===== src/rtl/sdram_rd_pkg.sv =====
package sdram_rd_pkg;
    parameter int COL_W     = 8;
    parameter int ROW_W     = 12;
    parameter int BANKS     = 4;
    parameter int ROW_TAG_W = 6;
    localparam int BANK_W   = $clog2(BANKS);
    localparam int DATA_W   = BANK_W + ROW_TAG_W + COL_W;

    typedef enum logic [2:0] {
        CMD_NOP  = 3'd0,
        CMD_MODE = 3'd1,
        CMD_ACT  = 3'd2,
        CMD_READ = 3'd3,
        CMD_STOP = 3'd4,
        CMD_PRE  = 3'd5
    } cmd_e;

    typedef enum logic [2:0] {
        ST_IDLE,
        ST_WAIT,
        ST_LEAD,
        ST_DATA,
        ST_DRAIN
    } rd_state_e;

    function automatic logic [DATA_W-1:0] fill_word(
        input logic [BANK_W-1:0] b,
        input logic [ROW_W-1:0]  r,
        input logic [COL_W-1:0]  c
    );
        return {b, r[ROW_TAG_W-1:0], c};
    endfunction
endpackage


===== src/rtl/sdram_burst_fsm.sv =====
module sdram_burst_fsm
    import sdram_rd_pkg::*;
(
    input  logic              clk,
    input  logic              rst_n,
    input  logic [2:0]        cmd,
    input  logic [BANK_W-1:0] bank_sel,
    input  logic [COL_W-1:0]  col_in,
    input  logic              bank_ok,
    input  logic [ROW_W-1:0]  row_sel,
    input  logic [COL_W-1:0]  burst_mask,
    input  logic              full_page,
    input  logic              cl3,
    output logic [DATA_W-1:0] dq_out,
    output logic              dq_oe,
    output logic              proto_err,
    output logic              data_phase
);
    rd_state_e         st_q, st_d;
    logic              cnt_q, cnt_d;
    logic [COL_W-1:0]  rem_q, rem_d;
    logic [COL_W-1:0]  col_q, col_d;
    logic [COL_W-1:0]  mask_q, mask_d;
    logic              full_q, full_d;
    logic              cl3_q, cl3_d;
    logic [BANK_W-1:0] bank_q, bank_d;
    logic [ROW_W-1:0]  row_q, row_d;
    logic              err_q, err_d;
    logic              rd_cmd, stop_cmd;
    logic [COL_W-1:0]  col_step;

    assign rd_cmd   = (cmd == CMD_READ);
    assign stop_cmd = (cmd == CMD_STOP) || (cmd == CMD_PRE);
    assign col_step = (col_q & ~mask_q) | ((col_q + 1'b1) & mask_q);

    always_comb begin
        st_d   = st_q;
        cnt_d  = cnt_q;
        rem_d  = rem_q;
        col_d  = col_q;
        mask_d = mask_q;
        full_d = full_q;
        cl3_d  = cl3_q;
        bank_d = bank_q;
        row_d  = row_q;
        err_d  = err_q;
        unique case (st_q)
            ST_IDLE: begin
                if (rd_cmd) begin
                    if (bank_ok) begin
                        st_d   = ST_WAIT;
                        cnt_d  = cl3;
                        col_d  = col_in;
                        mask_d = burst_mask;
                        full_d = full_page;
                        cl3_d  = cl3;
                        bank_d = bank_sel;
                        row_d  = row_sel;
                    end else begin
                        err_d  = 1'b1;
                    end
                end
            end
            ST_WAIT: begin
                if (!cnt_q) st_d = ST_LEAD;
                else        cnt_d = 1'b0;
            end
            ST_LEAD: begin
                st_d  = ST_DATA;
                rem_d = mask_q;
            end
            ST_DATA: begin
                col_d = col_step;
                if (full_q) begin
                    if (stop_cmd) begin
                        st_d  = ST_DRAIN;
                        cnt_d = cl3_q;
                    end
                end else if (rem_q == '0) begin
                    st_d = ST_IDLE;
                end else begin
                    rem_d = rem_q - 1'b1;
                end
            end
            ST_DRAIN: begin
                col_d = col_step;
                if (!cnt_q) st_d = ST_IDLE;
                else        cnt_d = 1'b0;
            end
            default: st_d = ST_IDLE;
        endcase
    end

    always_ff @(posedge clk) begin
        if (!rst_n) begin
            st_q   <= ST_IDLE;
            cnt_q  <= 1'b0;
            rem_q  <= '0;
            col_q  <= '0;
            mask_q <= '0;
            full_q <= 1'b0;
            cl3_q  <= 1'b0;
            bank_q <= '0;
            row_q  <= '0;
            err_q  <= 1'b0;
        end else begin
            st_q   <= st_d;
            cnt_q  <= cnt_d;
            rem_q  <= rem_d;
            col_q  <= col_d;
            mask_q <= mask_d;
            full_q <= full_d;
            cl3_q  <= cl3_d;
            bank_q <= bank_d;
            row_q  <= row_d;
            err_q  <= err_d;
        end
    end

    always_comb begin
        data_phase = (st_q == ST_DATA) || (st_q == ST_DRAIN);
        dq_oe      = data_phase || (st_q == ST_LEAD);
        dq_out     = data_phase ? fill_word(bank_q, row_q, col_q) : '0;
        proto_err  = err_q;
    end
endmodule


===== config.mk =====
export PLATFORM = sky130hd
export DESIGN_NAME = sdram_burst_fsm
export DESIGN_NICKNAME = d
export VERILOG_FILES = /design/src/rtl/sdram_rd_pkg.sv /design/src/rtl/sdram_burst_fsm.sv
export SDC_FILE = /design/constraint.sdc
export NUM_CORES = 1
export LEC_CHECK = 0
export ABC_AREA = 1
export BUFFER_PORTS_ARGS = -buffer_cell sky130_fd_sc_hd__buf_2
export CELL_PAD_IN_SITES_DETAIL_PLACEMENT = 0
export CELL_PAD_IN_SITES_GLOBAL_PLACEMENT = 1
export CORE_MARGIN = 8
export CORE_UTILIZATION = 39
export CTS_CLUSTER_SIZE = 8
export DETAILED_ROUTE_END_ITERATION = 7
export PLACE_DENSITY_LB_ADDON = 0.1
export SYNTH_ARGS = -nofsm -noshare
export SYNTH_HDL_FRONTEND = slang
export SYNTH_SLANG_ARGS = --single-unit

===== constraint.sdc =====
create_clock -name clk -period 2.7 [get_ports clk]
set_input_delay 0.405 -clock clk [delete_from_list [all_inputs] [get_ports clk]]
set_output_delay 0.405 -clock clk [all_outputs]
set_load 0.02 [all_outputs]

==> flow_metrics.py <==
metrics = {
    "run_status": {
        "status": "finished, final reports clean",
    },
    "cts": {
        "worstSkewPairLatency_ns": 0.29,
        "cts_hold_buf": 0,
        "clk_pin_slew_ns": 0.08,
        "cts_buffers": 5,
        "clock-sinks": 39,
        "post_cts_buffers": 0,
        "root_buffer": "clkbuf_8",
        "post_cts_resized": 0,
        "cts_tree": "done",
        "clockBufferDepth": 2,
        "htree_levels": 2,
    },
    "critical_path": {
        "path_cells": "inv_1 -> nand3_2 -> inv_2 -> nor2_4 -> nor2_1 -> buf_2",
        "worstPathBufferInverterCount": 3,
        "path_class": "flip-flop to output pin",
        "crit_family": "simple AND/OR/NAND/NOR gates",
        "worstPathArrival_ns": 1.82,
        "required_ns": 2.30,
        "critical-path-max-stage-delay_ns": 0.49,
        "worstSetupStartpointType": "flip-flop",
        "crit_path_top_delay_cell": "nor2_4",
        "endpoint_kind": "output pin",
        "path_max_fanout": 27,
    },
    "global_route": {
        "grt_max_degree": 38,
        "grt.overflow.total": 0,
        "grt_pass1_vias": 2202,
        "grtUsageTotal": 0.145,
        "antenna_found_initial": 0,
        "grt_pass1_wl_um": 9980,
    },
    "place": {
        "dpl.hpwl_um": 4150,
        "gp_congestion": 0.821,
        "io_buffers": 50,
    },
    "yosys": {
        "synth.ff_latch_count": 39,
        "yosysMostFrequentCell": "nand2_1",
        "synth.avg_cell_area_sq_um": 6.33,
        "yosys.area.top_type": "dfxtp_1",
        "synthesis.area_sq_um": 2180,
        "mappedNetlistNets": 386,
        "synth_ff_type": "dfxtp_1",
        "ys_top_cells_by_count": "75 x nand2_1, 61 x nor2_1, 43 x inv_1, 39 x dfxtp_1, 37 x o21ai_0",
        "synth_area_leaders": "dfxtp_1 36%, nand2_1 13%, nor2_1 10%",
        "syn_inst": 345,
        "synth_top_area_share": 0.358,
        "synth-edff-count": 0,
        "synthArstFlopShare": 0,
        "seq_area_frac_synth": 0.358,
        "ys.warnings.count": 0,
        "synth.distinct_cells": 27,
    },
    "worst_hold_path": {
        "min_path_type": "input port to flip-flop",
    },
    "sta": {
        "fin_tns_setup_ns": 0,
        "min_period_over_period": 0.825,
        "report.final.setup_viol": 0,
        "slew_headroom": 0.579,
        "fin_worst_skew_ns": 0.00225,
        "fin_crit_ns": 2.23,
        "hold_viol": 0,
        "rsz0062_at_grt": "false",
        "slew_violations": 0,
        "fmax_mhz": 449,
        "tightest_slew_ns": 0.630,
        "hold_slack_ns": 0.334,
    },
    "route": {
        "routedWlPerCell_um": 12.5,
        "ant_nets": 0,
        "dr.first_iter.drc_count": 94,
        "vias": 2208,
        "wirelength_um": 5790,
        "drc": 0,
        "vias_per_cell": 4.76,
        "drt_first_pass_iters": 4,
    },
    "layout": {
        "antennaDiodeCount": 0,
        "final_nets": 432,
        "layout-drive-gt1-share": 0.181,
        "synthToLayoutAreaGrowth_pct": 16.8,
    },
    "die": {
        "start_util": 0.399,
        "pin_count": 57,
        "fp.coreArea_sq_um": 5470,
        "num_rows": 27,
        "dieArea_sq_um": 8250,
        "die-width_um": 90.8,
        "die_h_um": 90.8,
    },
    "power": {
        "ir_worst_vdd_uv": 366,
        "powerDensity_nw_per_um2": 827,
        "leakage_nw": 1.21,
    },
    "run": {
        "maxCapViolations": 0,
    },
}
[final timing paths]
kind	from	end	slack, ns	cells after the start
max	st_q[1]	dq_out[3]	0.47	6
min	burst_mask[4]	mask_q[4]	0.33	3
max reg2reg	st_q[1]	flip-flop	0.82	9
min reg2reg	row_q[2]	row_q[2]	0.46	2
[cell usage in the layout, fill, tap and decap left out, types with 5 or more instances in the layout]
master	instances
a21oi_1	27
buf_2	50
clkbuf_8	5
dfxtp_1	39
inv_1	43
nand2_1	75
nand3_1	21
nand4_1	5
nor2_1	61
o21ai_0	37
[layer usage]
metal  vias up  global-route usage  wire [um]
met5         -                   0          0
met4         0              0.0437         66
met3         6              0.0457        344
met2        54               0.230       2410
met1       968               0.182       2970
li1       1180                   -          -
[kinds of logic (layout without fill, tap and decap cells)]
family                     Yosys count  count (layout)  share of synthesized area
and+or+nand+nor                    176             176                      0.344
adders and majority gates            3               3                     0.0172
buffers and inverters               57             104                      0.111
xor gates and xnor gates             3               3                     0.0120
AOI/OAI and AO/OA                   67              67                      0.158
DFF                                 39              39                      0.358
[stage by stage]
stage / instance area (sq um) / setup WS, ns / util / total power [mW] / cells
finish: 2550 / 0.474 / 0.466 / 2.11 / 464
global route: 2550 / 0.267 / 0.466 / 2.33 / 464
CTS: 2550 / 0.453 / 0.466 / 2.13 / 464
detailed placement: 2460 / 0.790 / 0.450 / 1.72 / 456
global placement: 2460 / 0.793 / 0.450 / 1.71 / 456
floorplan: 2180 / 0.968 / - / 1.53 / 345
[where the power goes]
| group | switching [mW] | internal, mW | leakage [nW] | total [mW] |
|---|---|---|---|---|
| Combinational | 0.610 | 0.322 | 0.850 | 0.933 |
| Sequential | 0.0878 | 0.684 | 0.317 | 0.772 |
| Clock | 0.225 | 0.180 | 0.0402 | 0.405 |
[worst register-to-register path, cell delays in order, from the launching register on]
cell and delay (ns):
dfxtp_1 0.37, inv_1 0.11, nand3_2 0.16, inv_2 0.07, nor2_4 0.49, nand2_2 0.28, o21ai_0 0.14, nand2_1 0.06
nand2_1 0.05, nor2_1 0.04
[final cells by class]
cell class | instances | area [sq um]
clock inverter | 3 | 20.0
multi-input combinational | 249 | 1160
fill | 628 | 2920
timing repair buffer | 51 | 258
sequential | 39 | 781
tap | 72 | 90.1
inverter | 45 | 174
clock buffer | 5 | 68.8
Power figures use the tool's default switching activity.
